## config.mk

```make
export PLATFORM = sky130hd
export DESIGN_NAME = dsss_spreader
export DESIGN_NICKNAME = d
export VERILOG_FILES = /design/src/rtl/dsss_pkg.sv /design/src/rtl/dsss_chip_sel.sv /design/src/rtl/dsss_seq.sv /design/src/rtl/dsss_spreader.sv
export SDC_FILE = /design/constraint.sdc
export NUM_CORES = 1
export LEC_CHECK = 0
export BUFFER_PORTS_ARGS = -buffer_cell sky130_fd_sc_hd__buf_2
export CAP_MARGIN = 40
export CORE_MARGIN = 2
export CORE_UTILIZATION = 53
export DETAILED_ROUTE_END_ITERATION = 6
export PLACE_DENSITY = 0.75
export SETUP_SLACK_MARGIN = 0.02
export SLEW_MARGIN = 20
export SYNTH_ARGS = -nofsm -noshare
export SYNTH_HDL_FRONTEND = slang
export SYNTH_HIERARCHICAL = 1
export SYNTH_SLANG_ARGS = --single-unit
```

## constraint.sdc

```tcl
create_clock -name clk -period 3.5 [get_ports clk]
set_input_delay 0.7 -clock clk [delete_from_list [all_inputs] [get_ports clk]]
set_output_delay 0.7 -clock clk [all_outputs]
set_load 0.02 [all_outputs]
```

## src/rtl/dsss_pkg.sv

```systemverilog
package dsss_pkg;
   typedef enum logic [1:0] {
      SPR_W64  = 2'b00,
      SPR_W32  = 2'b01,
      SPR_PAIR = 2'b10,
      SPR_RSV  = 2'b11
   } spread_mode_e;
endpackage

```

## src/rtl/dsss_chip_sel.sv

```systemverilog
module dsss_chip_sel
   import dsss_pkg::*;
#(
   parameter int CODE_W = 64,
   localparam int IW    = $clog2(CODE_W),
   localparam int HALF  = CODE_W / 2
) (
   input  logic [CODE_W-1:0] code,
   input  spread_mode_e      mode,
   input  logic [1:0]        sym,
   input  logic [IW-1:0]     idx,
   output logic              chip
);
   logic [CODE_W-1:0] rev;
   logic [IW-1:0]     lo_idx;
   logic              raw;

   // rev[k] is the k-th chip on air (most significant code bit first)
   for (genvar g = 0; g < CODE_W; g++) begin : g_rev
      assign rev[g] = code[CODE_W-1-g];
   end

   assign lo_idx = idx | IW'(HALF);

   always_comb begin
      unique case (mode)
         SPR_PAIR: raw = sym[1] ? rev[idx] : rev[lo_idx];
         default:  raw = rev[idx];
      endcase
      chip = sym[0] ? raw : ~raw;
   end
endmodule

```

## src/rtl/dsss_seq.sv

```systemverilog
module dsss_seq
   import dsss_pkg::*;
#(
   parameter int CODE_W = 64,
   localparam int IW    = $clog2(CODE_W),
   localparam int HALF  = CODE_W / 2
) (
   input  logic          clk,
   input  logic          rst_n,
   input  logic          chip_en,
   input  logic          din_valid,
   input  spread_mode_e  mode_act,
   output logic          fetch,
   output logic          starve,
   output logic [IW-1:0] next_idx
);
   logic          busy;
   logic [IW-1:0] cnt;
   logic [IW-1:0] last;
   logic          boundary;

   assign last     = (mode_act == SPR_W32 || mode_act == SPR_PAIR) ? IW'(HALF - 1) : IW'(CODE_W - 1);
   assign boundary = !busy || (cnt == last);
   assign fetch    = chip_en && boundary && din_valid;
   assign starve   = chip_en && boundary && !din_valid;
   assign next_idx = fetch ? '0 : cnt + 1'b1;

   always_ff @(posedge clk or negedge rst_n) begin
      if (!rst_n) begin
         busy <= 1'b0;
         cnt  <= '0;
      end else if (fetch) begin
         busy <= 1'b1;
         cnt  <= '0;
      end else if (starve) begin
         busy <= 1'b0;
      end else if (chip_en) begin
         cnt  <= cnt + 1'b1;
      end
   end

   // the counter never passes the last chip of the active symbol
   p_cnt_in_symbol_r3: assert property (@(posedge clk) disable iff (!rst_n)
      busy |-> cnt <= last);
   // chip position moves only on a strobe
   p_cnt_hold_r2: assert property (@(posedge clk) disable iff (!rst_n)
      !chip_en |=> $stable(cnt) && $stable(busy));
   // the symbol length source stays fixed between boundaries
   p_len_hold_r7: assert property (@(posedge clk) disable iff (!rst_n)
      (chip_en && !boundary) |=> $stable(last));
endmodule

```

## src/rtl/dsss_spreader.sv

```systemverilog
module dsss_spreader
   import dsss_pkg::*;
#(
   parameter int   CODE_W    = 64,
   parameter logic IDLE_CHIP = 1'b0,
   localparam int  IW        = $clog2(CODE_W)
) (
   input  logic              clk,
   input  logic              rst_n,
   input  logic              chip_en,
   input  logic [1:0]        mode,
   input  logic              din_valid,
   input  logic [1:0]        din,
   output logic              din_take,
   input  logic              code_load,
   input  logic [CODE_W-1:0] code_in,
   output logic              chip_out,
   output logic              underrun
);
   if (CODE_W < 4 || (CODE_W & (CODE_W - 1)) != 0) begin : g_bad_width
      $error("dsss_spreader: CODE_W must be a power of two of at least 4");
   end

   spread_mode_e      mode_act, sel_mode;
   logic [CODE_W-1:0] code_shadow, code_act, sel_code;
   logic [1:0]        sym, sel_sym;
   logic              fetch, starve, chip_nxt;
   logic [IW-1:0]     next_idx;

   dsss_seq #(.CODE_W(CODE_W)) u_seq (
      .clk      (clk),
      .rst_n    (rst_n),
      .chip_en  (chip_en),
      .din_valid(din_valid),
      .mode_act (mode_act),
      .fetch    (fetch),
      .starve   (starve),
      .next_idx (next_idx)
   );

   assign sel_code = fetch ? code_shadow : code_act;
   assign sel_mode = fetch ? spread_mode_e'(mode) : mode_act;
   assign sel_sym  = fetch ? din : sym;

   dsss_chip_sel #(.CODE_W(CODE_W)) u_sel (
      .code(sel_code),
      .mode(sel_mode),
      .sym (sel_sym),
      .idx (next_idx),
      .chip(chip_nxt)
   );

   assign din_take = fetch;

   always_ff @(posedge clk or negedge rst_n) begin
      if (!rst_n) code_shadow <= '0;
      else if (code_load) code_shadow <= code_in;
   end

   always_ff @(posedge clk or negedge rst_n) begin
      if (!rst_n) begin
         mode_act <= SPR_W64;
         code_act <= '0;
         sym      <= '0;
         chip_out <= 1'b0;
         underrun <= 1'b0;
      end else if (chip_en) begin
         if (fetch) begin
            mode_act <= sel_mode;
            code_act <= code_shadow;
            sym      <= din;
         end
         chip_out <= starve ? IDLE_CHIP : chip_nxt;
         underrun <= starve;
      end
   end

   // data is consumed only on a strobe with data offered
   p_take_needs_strobe_r6: assert property (@(posedge clk) disable iff (!rst_n)
      din_take |-> (chip_en && din_valid));
   // idle chips while starved
   p_idle_chip_r9: assert property (@(posedge clk) disable iff (!rst_n)
      underrun |-> (chip_out == IDLE_CHIP));
   // outputs move only on a strobe
   p_out_hold_r2: assert property (@(posedge clk) disable iff (!rst_n)
      !chip_en |=> $stable(chip_out) && $stable(underrun));
   // a running symbol keeps its code
   p_code_hold_r8: assert property (@(posedge clk) disable iff (!rst_n)
      !fetch |=> $stable(code_act));
endmodule

```

==> flow_summary.json, run 1 <==
{
  "status": "completed",
  "synthFlopType": "dfrtp_1",
  "wl_um": 13800,
  "cp-startpoint": "u_seq/cnt[5]$_DFFE_PN0P_",
  "powerDensity_nw_per_um2": 802,
  "nets": 638,
  "final.setup.tns_ps": 0,
  "cp.arrival_ps": 3720,
  "top_layer": "met4",
  "max_slew_margin": 0.475,
  "rows": 41,
  "ant_nets": 0,
  "dp_cells": 703,
  "track_usage": 0.206,
  "cp_slowest_cell": "mux4_1",
  "maxSlewViolCount": 0,
  "chipHeight_um": 119,
  "dieArea_sq_um": 14100,
  "layout.cells.non_filler": 749,
  "cp.required_ps": 3800,
  "wl_per_cell_um": 18.5,
  "critPathKind": "reg2reg",
  "path_clk_slew_ps": 60,
  "dp_hpwl_um": 8950,
  "cts_tree": "built",
  "crit_path_frequent_cell": "mux2_2",
  "area_growth_pct": 19.7,
  "finalHoldViolCount": 0,
  "cp_num_cells": 13,
  "drive_gt1_frac": 0.641,
  "port_buffers": 75,
  "antenna_found_initial": 0,
  "holdCritPathClass": "in2async",
  "finalCriticalPeriod_ps": 3420,
  "firstDrtPassIters": 4,
  "r2r_slack_ps": 80,
  "routabilityCongestion": 0.754,
  "setup_viol": 0,
  "yosys_warnings": 6,
  "clock.fmax_mhz": 292,
  "synthCells": 472,
  "fin_area_sq_um": 8380,
  "clock-root-buffer": "clkbuf_16",
  "viasPerCell": 5.55,
  "multi_input_area_sq_um": 3290,
  "io_pins": 76,
  "holdWs_ps": 302,
  "post_dp_cell_area_sq_um": 7550,
  "syn_nets": 546,
  "total_power_mw": 6.72,
  "async_flop_share": 1.00,
  "grt_pass1_wl_um": 22500,
  "cp-end-kind": "register",
  "rr_worst_depth": 13,
  "wl_met3_um": 597,
  "grt_pass1_vias": 4305,
  "ys_seq_elements": 141,
  "clk-insertion-delay-late_ps": 420,
  "maxCapViolCount": 0,
  "met1_length_um": 6010,
  "crit_path_max_fanout": 21,
  "diodes": 0,
  "ir_worst_vdd_v": 0.000422,
  "synth_area_sq_um": 7000,
  "clockBufferDepth": 2,
  "postSynthAreaPerCell_sq_um": 14.8,
  "max_stage_delay_ps": 510,
  "cp-endpoint": "chip_out$_DFFE_PN0P_",
  "overflow": 0,
  "finalCritPeriodShare": 0.977,
  "vias": 4155,
  "drc": 0,
  "core_area_sq_um": 12800,
  "crit_family": "multiplexers",
  "dieWidth_um": 119,
  "cts_sinks": 141,
  "synth_edf_count": 0,
  "crit_path_cell_trace": "xnor3_2, o21a_4, nor2_4, buf_6, buf_12, mux2_2, mux4_1, mux2_2, o22ai_2, nor3_2, xnor2_1, nand3b_1, o21ai_0",
  "synth_cell_types": 46,
  "leakagePower_nw": 3.91,
  "seq_area_sq_um": 3530,
  "cts-buffers-inserted": 17,
  "worstReg2RegStart": "u_seq/cnt[5]$_DFFE_PN0P_",
  "start_util": 0.548,
  "worstPathBufferInverterCount": 2,
  "yosysSeqAreaShare": 0.504,
  "drtIter0Drc": 278,
  "cp-start-kind": "register",
  "finalClockSkew_ps": 5.23,
  "grt_max_degree": 78,
  "ctsHtreeMaxLevel": 4,
  "tightestPinTransition_ps": 788,
  "n_fill_cell": 900,
  "reg2reg_to": "chip_out$_DFFE_PN0P_",
  "dr_wl_met2_um": 6970
}
[cell type report]
| class | count | area share |
|---|---|---|
| timing repair buffer | 103 | 0.0826 |
| clock buffer | 21 | 0.0562 |
| inverter | 4 | 0.00179 |
| tap | 172 | 0.0257 |
| multi-input combinational | 297 | 0.393 |
| clock inverter | 11 | 0.0196 |
| sequential | 141 | 0.421 |
[worst min-delay path by stage]
stage / startpoint / endpoint / slack, ps
CTS: rst_n / code_act[45]$_DFFE_PN0P_ / 340
global route: rst_n / code_shadow[47]$_DFFE_PN0P_ / 360
detailed placement: code_act[8]$_DFFE_PN0P_ / code_act[8]$_DFFE_PN0P_ / 490
floorplan: rst_n / chip_out$_DFFE_PN0P_ / 400
finish: rst_n / code_act[45]$_DFFE_PN0P_ / 300
global placement: code_act[6]$_DFFE_PN0P_ / code_act[6]$_DFFE_PN0P_ / 480
[cell families after synthesis]
kind of cell,after synthesis,share of synthesized area
and+or+nand+nor,44,0.0318
muxes,225,0.397
adders and majority gates,1,0.00179
xor gates and xnor gates,5,0.00841
buffers and inverters,34,0.0308
DFF,141,0.504
AOI/OAI and AO/OA,22,0.0261
[cell usage after synthesis (2+ instances only)]
library cell | instances | share of area
a31oi_1 | 2 | 0.0018
buf_2 | 18 | 0.013
buf_4 | 2 | 0.0021
buf_6 | 6 | 0.0097
clkbuf_1 | 2 | 0.0011
dfrtp_1 | 141 | 0.50
inv_1 | 4 | 0.0021
mux2_2 | 187 | 0.30
mux2_4 | 20 | 0.043
mux2i_1 | 4 | 0.0057
mux4_1 | 4 | 0.015
mux4_2 | 10 | 0.032
nand2_1 | 12 | 0.0064
nand2b_1 | 2 | 0.0018
nand3_1 | 6 | 0.0043
nand4_1 | 3 | 0.0027
nor2_1 | 7 | 0.0038
nor2b_1 | 3 | 0.0027
nor3_1 | 4 | 0.0029
o21a_1 | 2 | 0.0021
o21ai_0 | 5 | 0.0036
o31ai_1 | 2 | 0.0021
xnor2_1 | 2 | 0.0025
xor2_1 | 2 | 0.0025
[report_power, final]
| group | total (mW) | switching, mW | internal (mW) |
|---|---|---|---|
| clock | 1.91 | 0.662 | 1.24 |
| combinational | 2.43 | 0.966 | 1.46 |
| sequential | 2.39 | 0.297 | 2.09 |
| total | 6.72 | 1.92 | 4.80 |
[registers in the layout, summed over array words and instances (netlist names)]
name / count
code_act: 64
underrun: 1
sym: 2
chip_out: 1
mode_act: 2
code_shadow: 64
u_seq/cnt: 6
u_seq/busy: 1
[stage by stage]
stage | setup slack, ps | utilization
4_1_cts | 89.5 | 0.641
5_1_grt | -40.2 | 0.656
3_5_place_dp | 109 | 0.591
6_report | 79.5 | 0.656
2_1_floorplan | 60.9 | -
3_3_place_gp | 186 | 0.589
[cells in the final DEF, fill, tap and decap left out, drive strengths merged, types with 4 or more instances in the layout]
cell    instances
bufinv          4
nand2          13
nor2            8
inv             4
mux2          207
dfrtp         141
mux4           14
nand3           6
buf           101
nor3            4
o21ai           5
clkbuf         23
mux2i           4
clkinv          5
[routing by layer]
layer  GRT usage  up-vias
met3      0.0541       19
met2       0.329      109
met5           0        -
li1            -     1928
met1       0.273     2099
met4      0.0722        0
[timing repair]
item	CTS	global route
endpoints found under the setup margin	0	1
buffers inserted	0	12
resized for setup	0	15
hold buffers	0	0
Note: power is estimated with default switching activity, not from simulation.
==> run 2, diff against run 1 <==
--- a/config.mk
+++ b/config.mk
@@ -10,7 +10,8 @@
 export CORE_MARGIN = 2
 export CORE_UTILIZATION = 53
 export DETAILED_ROUTE_END_ITERATION = 6
-export PLACE_DENSITY = 0.75
+export PLACE_DENSITY = 0.76
+export REMOVE_ABC_BUFFERS = 1
 export SETUP_SLACK_MARGIN = 0.02
 export SLEW_MARGIN = 20
 export SYNTH_ARGS = -nofsm -noshare
==> flow_summary.json, run 2 (synthesized netlist as in run 1, its figures left out) <==
{
  "status": "completed",
  "crit_path_cell_trace": "xnor3_2, o21a_4, nor2_4, buf_12, mux2_2, mux4_2, mux2i_1, o21ai_0, o22ai_1, nor3_1, xnor2_1, nand3b_1, o21ai_0",
  "dp_cells": 706,
  "crit_path_frequent_cell": "o21ai_0",
  "critPathKind": "reg2reg",
  "cp-start-kind": "register",
  "clock.fmax_mhz": 297,
  "area_growth_pct": 18.7,
  "clockBufferDepth": 2,
  "worstReg2RegStart": "mode_act[1]$_DFFE_PN0P_",
  "start_util": 0.548,
  "top_layer": "met4",
  "antenna_found_initial": 0,
  "wl_um": 13400,
  "wl_met3_um": 505,
  "cp-end-kind": "register",
  "diodes": 0,
  "port_buffers": 75,
  "max_stage_delay_ps": 480,
  "maxCapViolCount": 0,
  "layout.cells.non_filler": 744,
  "nets": 633,
  "tightestPinTransition_ps": 695,
  "viasPerCell": 5.52,
  "vias": 4109,
  "grt_pass1_wl_um": 22800,
  "dieWidth_um": 119,
  "path_clk_slew_ps": 60,
  "chipHeight_um": 119,
  "firstDrtPassIters": 4,
  "top_regs": "code_act x64, code_shadow x64, u_seq/cnt x6",
  "final_common_cell": "mux2_2",
  "cts_sinks": 141,
  "rr_worst_depth": 13,
  "finalCritPeriodShare": 0.963,
  "finalCriticalPeriod_ps": 3370,
  "rows": 41,
  "powerDensity_nw_per_um2": 801,
  "setup_viol": 0,
  "grt_pass1_vias": 4487,
  "n_fill_cell": 912,
  "drive_gt1_frac": 0.628,
  "crit_path_max_fanout": 34,
  "cts_tree": "built",
  "r2r_slack_ps": 130,
  "wl_per_cell_um": 17.9,
  "leakagePower_nw": 3.89,
  "max_slew_margin": 0.537,
  "maxSlewViolCount": 0,
  "hold_buffers": 0,
  "cp.arrival_ps": 3660,
  "mostFrequentLayoutCells": "mux2_2 (187), dfrtp_1 (141), buf_2 (74)",
  "cp_slowest_cell": "mux4_2",
  "cp-startpoint": "mode_act[1]$_DFFE_PN0P_",
  "ctsHtreeMaxLevel": 4,
  "cp.required_ps": 3790,
  "reg2reg_to": "chip_out$_DFFE_PN0P_",
  "clk-insertion-delay-late_ps": 420,
  "track_usage": 0.206,
  "dieArea_sq_um": 14100,
  "drtIter0Drc": 312,
  "grt_max_degree": 71,
  "total_power_mw": 6.65,
  "overflow": 0,
  "cts-buffers-inserted": 17,
  "dr_wl_met2_um": 6550,
  "met1_length_um": 6130,
  "io_pins": 76,
  "dp_hpwl_um": 8960,
  "clock-root-buffer": "clkbuf_16",
  "ant_nets": 0,
  "routabilityCongestion": 0.829,
  "ir_worst_vdd_v": 0.000459,
  "holdCritPathClass": "in2async",
  "core_area_sq_um": 12800,
  "finalHoldViolCount": 0,
  "drc": 0,
  "finalClockSkew_ps": 7.03
}
-- run 2: cell type report --
cell class | count | area (sq um) | area share
clock buffers | 18 | 439 | 0.0529
clock inverters | 14 | 190 | 0.0229
inverters | 4 | 15.0 | 0.00181
multi-input cells | 297 | 3270 | 0.394
flip-flops and latches | 141 | 3530 | 0.425
well taps | 172 | 215 | 0.0259
repair buffers | 98 | 644 | 0.0776
-- run 2: worst max-delay path by stage --
stage | cells past startpoint | slack, ps | to
after floorplan | 13 | -820 | chip_out$_DFFE_PN0P_
after global placement | 12 | 130 | chip_out$_DFFE_PN0P_
after detailed placement | 12 | 100 | chip_out$_DFFE_PN0P_
after CTS | 13 | 60 | chip_out$_DFFE_PN0P_
after global routing | 13 | -7 | chip_out$_DFFE_PN0P_
final | 13 | 130 | chip_out$_DFFE_PN0P_
-- run 2: routing by layer --
metal  vias up  global-route usage
li1       1923                   -
met1      2091               0.277
met2        83               0.327
met3        12              0.0575
met4         0              0.0588
met5         -                   0
-- run 2: worst max-delay path, delay by kind of cell, from the launching register on --
kind            cells  cell delay, ps
flops               1             370
mux                 3            1020
xor+xnor            2             580
buf+inv             1             250
simple gates        3             380
compound gates      4             620
-- run 2: timing repair --
action / in CTS / in global routing
buffers inserted: 0 / 5
endpoints found under the setup margin: 0 / 1
endpoints found under the hold margin: 0 / 0
gates resized for setup: 0 / 2
-- run 2: report_power, final --
part / switching (mW) / leakage, nW / total [mW] / internal [mW]
clock: 0.695 / 0.306 / 1.91 / 1.21
combinational: 0.934 / 1.85 / 2.37 / 1.43
sequential: 0.287 / 1.74 / 2.38 / 2.09
-- run 2: per-stage QoR --
stage | worst slack, ps | cell area, sq um | hold WS [ps] | utilization | TNS [ps]
final | 130 | 8300 | 282 | 0.650 | 0
after CTS | 59.5 | 8250 | 301 | 0.646 | 0
after global routing | -6.86 | 8300 | 332 | 0.650 | -6.86
after floorplan | -819 | 6800 | 404 | - | -47040
after detailed placement | 103 | 7620 | 490 | 0.597 | 0
after global placement | 125 | 7570 | 483 | 0.592 | 0
